===== src/rtl/txr_pkg.sv =====
package txr_pkg;

  localparam int STAT_W = 3;

  // Result codes; the values are visible at the status port.
  typedef enum logic [STAT_W-1:0] {
    RES_SUCCESS   = 3'd0,
    RES_CHAN_FAIL = 3'd3,
    RES_NO_ACK    = 3'd5
  } txr_result_e;

  typedef enum logic [1:0] {
    PH_IDLE = 2'd0,
    PH_CCA  = 2'd1,
    PH_SEND = 2'd2,
    PH_WAIT = 2'd3
  } txr_phase_e;

  // A further attempt is allowed while fewer retries than the limit were used.
  function automatic logic retry_allowed(input int unsigned used,
                                         input int unsigned limit);
    return used < limit;
  endfunction

  // Total attempts a transaction may make for a given retry limit.
  function automatic int unsigned attempt_budget(input int unsigned limit);
    return limit + 1;
  endfunction

endpackage


===== src/rtl/txr_fc_parser.sv =====
module txr_fc_parser #(
  parameter int OCTET_W  = 8,
  parameter int FLAG_POS = 5
) (
  input  logic               clk,
  input  logic               rst_n,
  input  logic               arm_i,
  input  logic               oct_valid_i,
  input  logic [OCTET_W-1:0] oct_i,
  output logic               hdr_seen_o,
  output logic               ack_flag_o
);

  localparam int POS = (FLAG_POS < OCTET_W) ? FLAG_POS : OCTET_W - 1;

  logic seen_q;
  logic flag_q;
  logic take;

  // Only the first octet of a frame carries the flag.
  assign take = oct_valid_i && !seen_q;

  always_ff @(posedge clk or negedge rst_n) begin
    if (!rst_n) begin
      seen_q <= 1'b0;
      flag_q <= 1'b0;
    end else if (arm_i) begin
      seen_q <= 1'b0;
      flag_q <= 1'b0;
    end else if (take) begin
      seen_q <= 1'b1;
      flag_q <= oct_i[POS];
    end
  end

  assign hdr_seen_o = seen_q;
  assign ack_flag_o = flag_q;

endmodule


===== src/rtl/txr_retry_cnt.sv =====
module txr_retry_cnt #(
  parameter int CNT_W = 4
) (
  input  logic             clk,
  input  logic             rst_n,
  input  logic             clear_i,
  input  logic             bump_i,
  input  logic [CNT_W-1:0] limit_i,
  output logic [CNT_W-1:0] count_o,
  output logic             can_retry_o
);

  logic [CNT_W-1:0] cnt_q;

  always_ff @(posedge clk or negedge rst_n) begin
    if (!rst_n) begin
      cnt_q <= '0;
    end else if (clear_i) begin
      cnt_q <= '0;
    end else if (bump_i) begin
      cnt_q <= cnt_q + 1'b1;
    end
  end

  assign count_o     = cnt_q;
  assign can_retry_o = txr_pkg::retry_allowed(32'(cnt_q), 32'(limit_i));

endmodule


===== src/rtl/txr_seq.sv =====
module txr_seq
  import txr_pkg::*;
(
  input  logic        clk,
  input  logic        rst_n,
  input  logic        start_i,
  input  logic        csma_ok_i,
  input  logic        csma_fail_i,
  input  logic        tx_done_i,
  input  logic        ack_needed_i,
  input  logic        ack_valid_i,
  input  logic        ack_timeout_i,
  input  logic        can_retry_i,
  output txr_phase_e  phase_o,
  output logic        txn_begin_o,
  output logic        send_begin_o,
  output logic        retry_take_o,
  output logic        csma_req_o,
  output logic        tx_start_o,
  output logic        irq_o,
  output txr_result_e result_o
);

  txr_phase_e  phase_q;
  txr_result_e result_q;
  logic        csma_req_q;
  logic        tx_start_q;
  logic        irq_q;

  // Named events
  logic cca_abort;
  logic send_plain_end;
  logic ack_taken;
  logic wait_expired;
  logic retry_exhausted;
  logic txn_end;

  assign txn_begin_o     = (phase_q == PH_IDLE) && start_i;
  assign cca_abort       = (phase_q == PH_CCA)  && csma_fail_i;
  assign send_begin_o    = (phase_q == PH_CCA)  && csma_ok_i && !csma_fail_i;
  assign send_plain_end  = (phase_q == PH_SEND) && tx_done_i && !ack_needed_i;
  assign ack_taken       = (phase_q == PH_WAIT) && ack_valid_i;
  assign wait_expired    = (phase_q == PH_WAIT) && !ack_valid_i && ack_timeout_i;
  assign retry_take_o    = wait_expired && can_retry_i;
  assign retry_exhausted = wait_expired && !can_retry_i;
  assign txn_end         = cca_abort || send_plain_end || ack_taken || retry_exhausted;

  always_ff @(posedge clk or negedge rst_n) begin
    if (!rst_n) begin
      phase_q    <= PH_IDLE;
      result_q   <= RES_SUCCESS;
      csma_req_q <= 1'b0;
      tx_start_q <= 1'b0;
      irq_q      <= 1'b0;
    end else begin
      csma_req_q <= txn_begin_o || retry_take_o;
      tx_start_q <= send_begin_o;
      irq_q      <= txn_end;
      unique case (phase_q)
        PH_IDLE: begin
          if (start_i) phase_q <= PH_CCA;
        end
        PH_CCA: begin
          if (csma_fail_i) begin
            phase_q  <= PH_IDLE;
            result_q <= RES_CHAN_FAIL;
          end else if (csma_ok_i) begin
            phase_q <= PH_SEND;
          end
        end
        PH_SEND: begin
          if (tx_done_i) begin
            if (ack_needed_i) begin
              phase_q <= PH_WAIT;
            end else begin
              phase_q  <= PH_IDLE;
              result_q <= RES_SUCCESS;
            end
          end
        end
        PH_WAIT: begin
          if (ack_valid_i) begin
            phase_q  <= PH_IDLE;
            result_q <= RES_SUCCESS;
          end else if (ack_timeout_i) begin
            if (can_retry_i) begin
              phase_q <= PH_CCA;
            end else begin
              phase_q  <= PH_IDLE;
              result_q <= RES_NO_ACK;
            end
          end
        end
        default: phase_q <= PH_IDLE;
      endcase
    end
  end

  assign phase_o    = phase_q;
  assign csma_req_o = csma_req_q;
  assign tx_start_o = tx_start_q;
  assign irq_o      = irq_q;
  assign result_o   = result_q;

endmodule


===== src/rtl/txn_retry_ctrl.sv =====
module txn_retry_ctrl
  import txr_pkg::*;
#(
  parameter int RETRY_W  = 4,
  parameter int OCTET_W  = 8,
  parameter int FLAG_POS = 5
) (
  input  logic               clk,
  input  logic               rst_n,
  input  logic               start_i,
  input  logic [RETRY_W-1:0] max_retries_i,
  output logic               csma_req_o,
  input  logic               csma_ok_i,
  input  logic               csma_fail_i,
  output logic               tx_start_o,
  input  logic               fc_valid_i,
  input  logic [OCTET_W-1:0] fc_octet_i,
  input  logic               tx_done_i,
  output logic               rx_on_o,
  input  logic               ack_valid_i,
  input  logic               ack_timeout_i,
  output logic               busy_o,
  output logic               irq_o,
  output logic [STAT_W-1:0]  status_o
);

  txr_phase_e       phase;
  txr_result_e      result;
  logic             txn_begin;
  logic             send_begin;
  logic             retry_take;
  logic             can_retry;
  logic             hdr_seen;
  logic             hdr_flag;
  logic             ack_needed;
  logic             oct_take;
  logic [RETRY_W-1:0] retry_cnt;

  // Header octets count only while a frame is being sent.
  assign oct_take   = fc_valid_i && (phase == PH_SEND);
  assign ack_needed = hdr_seen && hdr_flag;

  txr_seq u_seq (
    .clk          (clk),
    .rst_n        (rst_n),
    .start_i      (start_i),
    .csma_ok_i    (csma_ok_i),
    .csma_fail_i  (csma_fail_i),
    .tx_done_i    (tx_done_i),
    .ack_needed_i (ack_needed),
    .ack_valid_i  (ack_valid_i),
    .ack_timeout_i(ack_timeout_i),
    .can_retry_i  (can_retry),
    .phase_o      (phase),
    .txn_begin_o  (txn_begin),
    .send_begin_o (send_begin),
    .retry_take_o (retry_take),
    .csma_req_o   (csma_req_o),
    .tx_start_o   (tx_start_o),
    .irq_o        (irq_o),
    .result_o     (result)
  );

  txr_fc_parser #(
    .OCTET_W (OCTET_W),
    .FLAG_POS(FLAG_POS)
  ) u_parse (
    .clk        (clk),
    .rst_n      (rst_n),
    .arm_i      (send_begin),
    .oct_valid_i(oct_take),
    .oct_i      (fc_octet_i),
    .hdr_seen_o (hdr_seen),
    .ack_flag_o (hdr_flag)
  );

  txr_retry_cnt #(
    .CNT_W(RETRY_W)
  ) u_cnt (
    .clk        (clk),
    .rst_n      (rst_n),
    .clear_i    (txn_begin),
    .bump_i     (retry_take),
    .limit_i    (max_retries_i),
    .count_o    (retry_cnt),
    .can_retry_o(can_retry)
  );

  assign rx_on_o  = (phase == PH_WAIT);
  assign busy_o   = (phase != PH_IDLE);
  assign status_o = result;

endmodule


===== config.mk =====
export PLATFORM = sky130hd
export DESIGN_NAME = txn_retry_ctrl
export DESIGN_NICKNAME = d
export VERILOG_FILES = /design/src/rtl/txr_pkg.sv /design/src/rtl/txr_fc_parser.sv /design/src/rtl/txr_retry_cnt.sv /design/src/rtl/txr_seq.sv /design/src/rtl/txn_retry_ctrl.sv
export SDC_FILE = /design/constraint.sdc
export NUM_CORES = 1
export LEC_CHECK = 0
export ABC_AREA = 1
export BUFFER_PORTS_ARGS = -buffer_cell sky130_fd_sc_hd__buf_4
export CORE_MARGIN = 2
export CORE_UTILIZATION = 48
export DETAILED_ROUTE_END_ITERATION = 8
export MAX_ROUTING_LAYER = met4
export PLACE_DENSITY = 0.84
export SYNTH_ARGS = -nofsm -noshare
export SYNTH_HDL_FRONTEND = slang
export SYNTH_HIERARCHICAL = 1
export SYNTH_SLANG_ARGS = --single-unit

===== constraint.sdc =====
create_clock -name clk -period 2.6 [get_ports clk]
set_clock_uncertainty 0.05 [all_clocks]
set_input_delay 0.26 -clock clk [delete_from_list [all_inputs] [get_ports clk]]
set_output_delay 0.26 -clock clk [all_outputs]
set_load 0.01 [all_outputs]

==> metrics.yaml, run 1 <==
power:
  power_density_nw_per_um2: 819.3
  p_int_w: 0.0005191
  sw_frac_of_total_pct: 41.11
  p_switching_w: 0.0003625
  leakage_nw: 0.6404
  combPwrFrac_pct: 47.0
  pwr-share-seq_pct: 39.6
  power.share.clock_pct: 13.5
  ir_drop_v: 0.0005066
clocking:
  ctsRootBufferMaster: "clkbuf_4"
  clkLatencyLatePin_ps: 270
  cts.path.max_buffers: 2
  clk_pin_slew_ps: 80
  cts_tree: "done"
  cts_num_sinks: 14
  htreeDepth: 1
  cts_buffers: 3
  cts_setup_buffers: 0
  cts.hold.buffers_added: 1
  cts-resized-gates: 0
floorplanning:
  dieArea_um2: 2134
  die_x_um: 46.20
  num_rows: 15
  io_pins: 29
  core-area_um2: 1708
  initial_core_util_pct: 50.04
  dieHeight_um: 46.20
drt:
  num_vias: 778
  drc: 0
  vias_per_cell: 4.631
  firstDrtPassIters: 4
  wl_um: 1605
  drt_iter0_markers: 20
  postRouteAntennaNets: 0
  post_drt_wl_per_cell_um: 9.554
hold_path:
  hold_class: "in2reg"
sta:
  finalSetupViolations: 0
  rsz0062_at_grt: "no"
  fin_tns_setup_ps: 0
  finalCriticalPeriod_ps: 2029
  drv_slew: 0
  whs_ps: 185.5
  hold_viol: 0
  slew_headroom_pct: 77.55
  max_clock_freq_mhz: 492.8
  period_share_pct: 78.05
  tightest_slew_ps: 335.5
  fin_ws_ps: 570.6
final_layout:
  stdcell_count: 168
  drive_gt1_share_pct: 27.27
  nFillCells: 146
  area.growth.synth_to_final_pct: 25.91
  nets: 170
  num_antenna_cells: 0
logic_synthesis:
  ys_types: 18
  synthSimpleGateAreaFrac_pct: 36.31
  synth_compound_area_share_pct: 6.296
  synthCells: 118
  synth_top_family_by_area: "simple AND/OR/NAND/NOR gates"
  synth_nets: 143
  synth_seq_area_share_pct: 41.00
  synthAdderAreaFrac_pct: 5.857
  syn_area_um2: 854.6
  synth_seq_cells: 14
  yosys_warnings: 6
  syn-mean-instance-area_um2: 7.242
  synthMuxAreaShare_pct: 0
  synth-xor-area-share_pct: 0
placement:
  dp.cells: 164
  pre_cts_ws_ps: 577.3
  port_buffers: 21
  gp_congestion: 0.7936
  hpwl_um: 1289
job:
  cap_violations: 0
critical_path:
  crit_top_cell: "nor2_1"
  cp.depth: 10
  cp_top_family: "simple AND/OR/NAND/NOR gates"
  r2r_start: "u_cnt/count_o[3]$_DFFE_PN0P_"
  cp-end-kind: "flip-flop"
  critical_path_required_ps: 2710
  r2r_cells: 10
  r2r_end: "u_cnt/count_o[3]$_DFFE_PN0P_"
  cp_slowest_cell: "dfrtp_1"
  cp_num_buf_inv: 0
  cp_cell_sequence: "ha_1, a21o_1, nor2_1, nand3_2, nor2_1, nor2_2, nor2_4, nand3_1, nand2_1, nor2_1"
  crit_start: "u_cnt/count_o[3]$_DFFE_PN0P_"
  cp_data_arrival_time_ps: 2140
  worst-r2r-setup-slack_ps: 570
  critPathMaxFanout: 5
  critPathCapture: "u_cnt/count_o[3]$_DFFE_PN0P_"
  critPathKind: "reg2reg"
  cp-start-kind: "flip-flop"
  max_stage_delay_ps: 400
status:
  outcome: "finished, final reports clean"
global_routing:
  first_global_vias: 706
  antenna_found_initial: 0
  grt_overflow_total: 0
  grt.total_usage_pct: 18.26
  grt_max_degree: 15
  grt_pass1_wl_um: 2691
-- sequential cells by signal, indices dropped and copies added, names as in the netlist --
name,flops
u_parse/ack_flag_o,1
u_seq/phase_o,2
u_seq/tx_start_o,1
u_cnt/count_o,4
u_seq/irq_o,1
u_seq/csma_req_o,1
u_parse/hdr_seen_o,1
u_seq/result_o,3
-- metrics by stage --
step | cell area, um^2 | power, W | utilization, %
floorplan | 854.6 | 0.0006242 | -
global placement | 1044 | 0.0007527 | 61.10
detailed placement | 1044 | 0.0007673 | 61.10
CTS | 1076 | 0.0008921 | 63.00
global route | 1076 | 0.0009688 | 63.00
finish | 1076 | 0.0008816 | 63.00
-- cells in the mapped netlist (all sizes together) --
| master | instances | area share [%] |
|---|---|---|
| a21o | 1 | 0.88 |
| a21oi | 5 | 2.9 |
| dfrtp | 14 | 41 |
| ha | 4 | 5.9 |
| inv | 24 | 11 |
| nand2 | 34 | 16 |
| nand3 | 12 | 7.6 |
| nand4 | 2 | 1.5 |
| nor2 | 17 | 10 |
| o21ai | 3 | 1.8 |
| o22ai | 1 | 0.73 |
| or2 | 1 | 0.73 |
-- placed cells by master (no fill, tap or decap) --
master / count
nand4_1: 2
nand2_1: 29
o21ai_0: 2
a21oi_1: 5
inv_2: 4
o22ai_1: 1
nor2_2: 3
dfrtp_1: 14
nand3_2: 1
o21ai_1: 1
buf_4: 21
nor2_1: 12
ha_1: 4
a21o_1: 1
clkbuf_4: 3
nor2_4: 2
nand2_2: 5
or2_1: 1
inv_1: 20
nand3_1: 11
dlygate4sd3_1: 1
-- routing by layer --
layer	GRT usage [%]	vias to the layer above	part of all wire [%]
li1	-	415	-
met1	21.20	344	45
met2	30.00	17	50
met3	4.706	2	3.9
met4	6.857	0	1.1
met5	-	-	0
-- layout make-up --
type                    count  area [um^2]  share of cell area [%]
repair buffers             22        167.7                   15.58
flip-flops and latches     14        350.3                   32.56
multi-input cells          80        414.1                   38.49
inverters                  24        90.09                   8.372
clock buffers               3        22.52                   2.093
well taps                  25        31.28                   2.907
-- kinds of logic (layout without fill, tap and decap cells) --
| group | count (synthesis) | count (layout) |
|---|---|---|
| AND/OR/NAND/NOR | 66 | 66 |
| AO/OA/AOI/OAI | 10 | 10 |
| buffers and inverters | 24 | 49 |
| adder cells (fa/ha/maj) | 4 | 4 |
| flip-flops | 14 | 14 |
-- tightest hold or removal path, delay by kind of cell --
family / cells / cell delay [ps]
buffers and inverters: 2 / 150
and+or+nand+nor: 1 / 60
-- power groups by stage --
stage,logic [W],registers [W],clock network [W]
4_1_cts,0.000418,0.000350,0.000125
6_report,0.000414,0.000349,0.000119
2_1_floorplan,0.000266,0.000358,0
3_5_place_dp,0.000413,0.000354,0
5_1_grt,0.000475,0.000361,0.000132
3_3_place_gp,0.000402,0.000350,0
-- worst min-delay path by stage --
stage	startpoint	endpoint	depth (start not counted)
detailed placement	rst_n	u_cnt/count_o[3]$_DFFE_PN0P_	1
CTS	csma_ok_i	u_seq/tx_start_o$_DFF_PN0_	3
floorplan	rst_n	u_cnt/count_o[0]$_DFFE_PN0P_	0
global route	csma_ok_i	u_seq/tx_start_o$_DFF_PN0_	3
global placement	rst_n	u_cnt/count_o[3]$_DFFE_PN0P_	1
finish	csma_ok_i	u_seq/tx_start_o$_DFF_PN0_	3
Power figures use the tool's default switching activity.
==> run 2, diff against run 1 <==
--- a/config.mk
+++ b/config.mk
@@ -8,10 +8,10 @@
 export ABC_AREA = 1
 export BUFFER_PORTS_ARGS = -buffer_cell sky130_fd_sc_hd__buf_4
 export CORE_MARGIN = 2
-export CORE_UTILIZATION = 48
+export CORE_UTILIZATION = 44
 export DETAILED_ROUTE_END_ITERATION = 8
 export MAX_ROUTING_LAYER = met4
-export PLACE_DENSITY = 0.84
+export PLACE_DENSITY = 0.81
 export SYNTH_ARGS = -nofsm -noshare
 export SYNTH_HDL_FRONTEND = slang
 export SYNTH_HIERARCHICAL = 1
==> constraint.sdc (replaced) <==
create_clock -name clk -period 1.71 [get_ports clk]
set_clock_uncertainty 0.05 [all_clocks]
set_input_delay 0.171 -clock clk [delete_from_list [all_inputs] [get_ports clk]]
set_output_delay 0.171 -clock clk [all_outputs]
set_load 0.01 [all_outputs]
==> run 2 against run 1 <==
Compared with the run above: worst setup slack worse by 540 ps; core utilization grew 1.6 points; count of clock-buffer cells in the layout unchanged; power rose by 55%; sequential share of layout area decreased by 2.2 points; hold slack worse by 84 ps; cell area is 7.1% higher.
==> metrics.yaml, run 2 (synthesized netlist as in run 1, its figures left out) <==
sta:
  finalCriticalPeriod_ps: 1684
  hold_viol: 0
  slew_headroom_pct: 80.45
  finalSetupViolations: 0
  period_share_pct: 98.48
  rsz0062_at_grt: "yes"
  max_clock_freq_mhz: 593.8
  fin_ws_ps: 26.03
  drv_slew: 0
  tightest_slew_ps: 293.2
floorplanning:
  die_x_um: 48.07
  num_rows: 15
  core-area_um2: 1783
  dieHeight_um: 48.07
  dieArea_um2: 2311
  io_pins: 29
  initial_core_util_pct: 47.93
drt:
  post_drt_wl_per_cell_um: 9.983
  wl_um: 1737
  drc: 0
  drt_iter0_markers: 28
  firstDrtPassIters: 4
  num_vias: 830
  vias_per_cell: 4.770
  postRouteAntennaNets: 0
power:
  power_w: 0.001363
  leakage_nw: 0.6692
  power_density_nw_per_um2: 1183
  ir_drop_v: 0.0005652
global_routing:
  antenna_found_initial: 0
  first_global_vias: 714
  grt_pass1_wl_um: 2642
  grt_overflow_total: 0
  grt_max_degree: 15
  grt.total_usage_pct: 17.30
placement:
  port_buffers: 21
  hpwl_um: 1322
  pre_cts_ws_ps: -11.07
  dp.cells: 169
  gp_congestion: 0.7701
  placedInstanceArea_um2: 1091
critical_path:
  critical_path_required_ps: 1830
  critPathKind: "reg2reg"
  cp_data_arrival_time_ps: 1800
  critPathMaxFanout: 3
  cp-start-kind: "flip-flop"
  cp-end-kind: "flip-flop"
final_layout:
  nets: 176
  largest_reg_flops: 4
  num_antenna_cells: 0
  design_area_um2: 1152
  final_cell_mix: "nand2_1, buf_4, inv_1, dfrtp_1"
  area.growth.synth_to_final_pct: 34.85
  drive_gt1_share_pct: 33.56
  layout_commonest_cell: "nand2_1"
  stdcell_count: 174
  nFillCells: 144
clocking:
  ctsRootBufferMaster: "clkbuf_4"
  htreeDepth: 1
  cts_buffers: 3
  cts.path.max_buffers: 2
  cts_tree: "done"
  clk_pin_slew_ps: 80
  cts_num_sinks: 14
  clkLatencyLatePin_ps: 270
status:
  outcome: "finished, final reports clean"
hold_path:
  hold_class: "in2reg"
job:
  cap_violations: 0
==> run 2: power by group <==
part | total [W] | leakage (nW) | internal, W | switching (W)
logic | 0.000654 | 0.472 | 0.000285 | 0.000369
registers | 0.000531 | 0.183 | 0.000438 | 0.0000929
clock network | 0.000179 | 0.0138 | 0.0000815 | 0.0000972
total | 0.00136 | 0.669 | 0.000805 | 0.000559
==> run 2: routing by layer <==
metal	track usage [%]	vias up	wire, um
met2	29.33	24	884
met5	-	-	0
met1	18.62	375	763
met3	3.396	2	69
li1	-	429	-
met4	9.730	0	19
==> run 2: per-stage QoR <==
step | util, % | TNS (ps) | hold slack (ps)
after floorplan | - | 0 | -174.6
after global placement | 61.19 | 0 | -19.37
after detailed placement | 61.19 | -11.07 | -15.63
after CTS | 64.14 | 0 | 87.06
after global routing | 64.63 | -146.0 | 112.0
final | 64.63 | 0 | 101.4
==> run 2: final cells by class <==
cell class	count	area, um^2	share of cell area, %
Multi-Input combinational cell	80	445.4	38.65
Sequential cell	14	350.3	30.40
Timing Repair Buffer	28	212.7	18.46
Inverter	24	90.09	7.818
Tap cell	25	31.28	2.714
Clock buffer	3	22.52	1.954
==> run 2: worst paths after layout <==
kind	startpoint	endpoint	slack (ps)	cells after the start
worst min-delay path	csma_ok_i	u_seq/tx_start_o$_DFF_PN0_	100	3
max in group asynchronous	rst_n	u_parse/hdr_seen_o$_DFFE_PN0P_	1210	2
worst min register to register	u_seq/result_o[1]$_DFFE_PN0P_	u_seq/result_o[1]$_DFFE_PN0P_	450	2
worst max-delay path	u_cnt/count_o[3]$_DFFE_PN0P_	u_cnt/count_o[3]$_DFFE_PN0P_	30	10
min in group asynchronous	rst_n	u_seq/result_o[2]$_DFFE_PN0P_	230	2
worst max register to register	u_cnt/count_o[3]$_DFFE_PN0P_	u_cnt/count_o[3]$_DFFE_PN0P_	30	10
==> run 2: what timing repair did <==
item,in CTS,in global routing
setup buffers,1,0
hold buffers,1,0
endpoints found under the setup margin,2,5
pin swaps,3,3
hold endpoints to repair,14,0
gates resized for setup,1,2
==> run 2: critical path: stages, from the launching register on <==
cell and delay [ps]:
dfrtp_1 410, ha_4 220, a21o_1 180, nor2_2 140, nand3_2 120, nor2_4 110, nor2_2 60, nor2_4 110
nand3_2 60, nand2_1 60, nor2_1 40
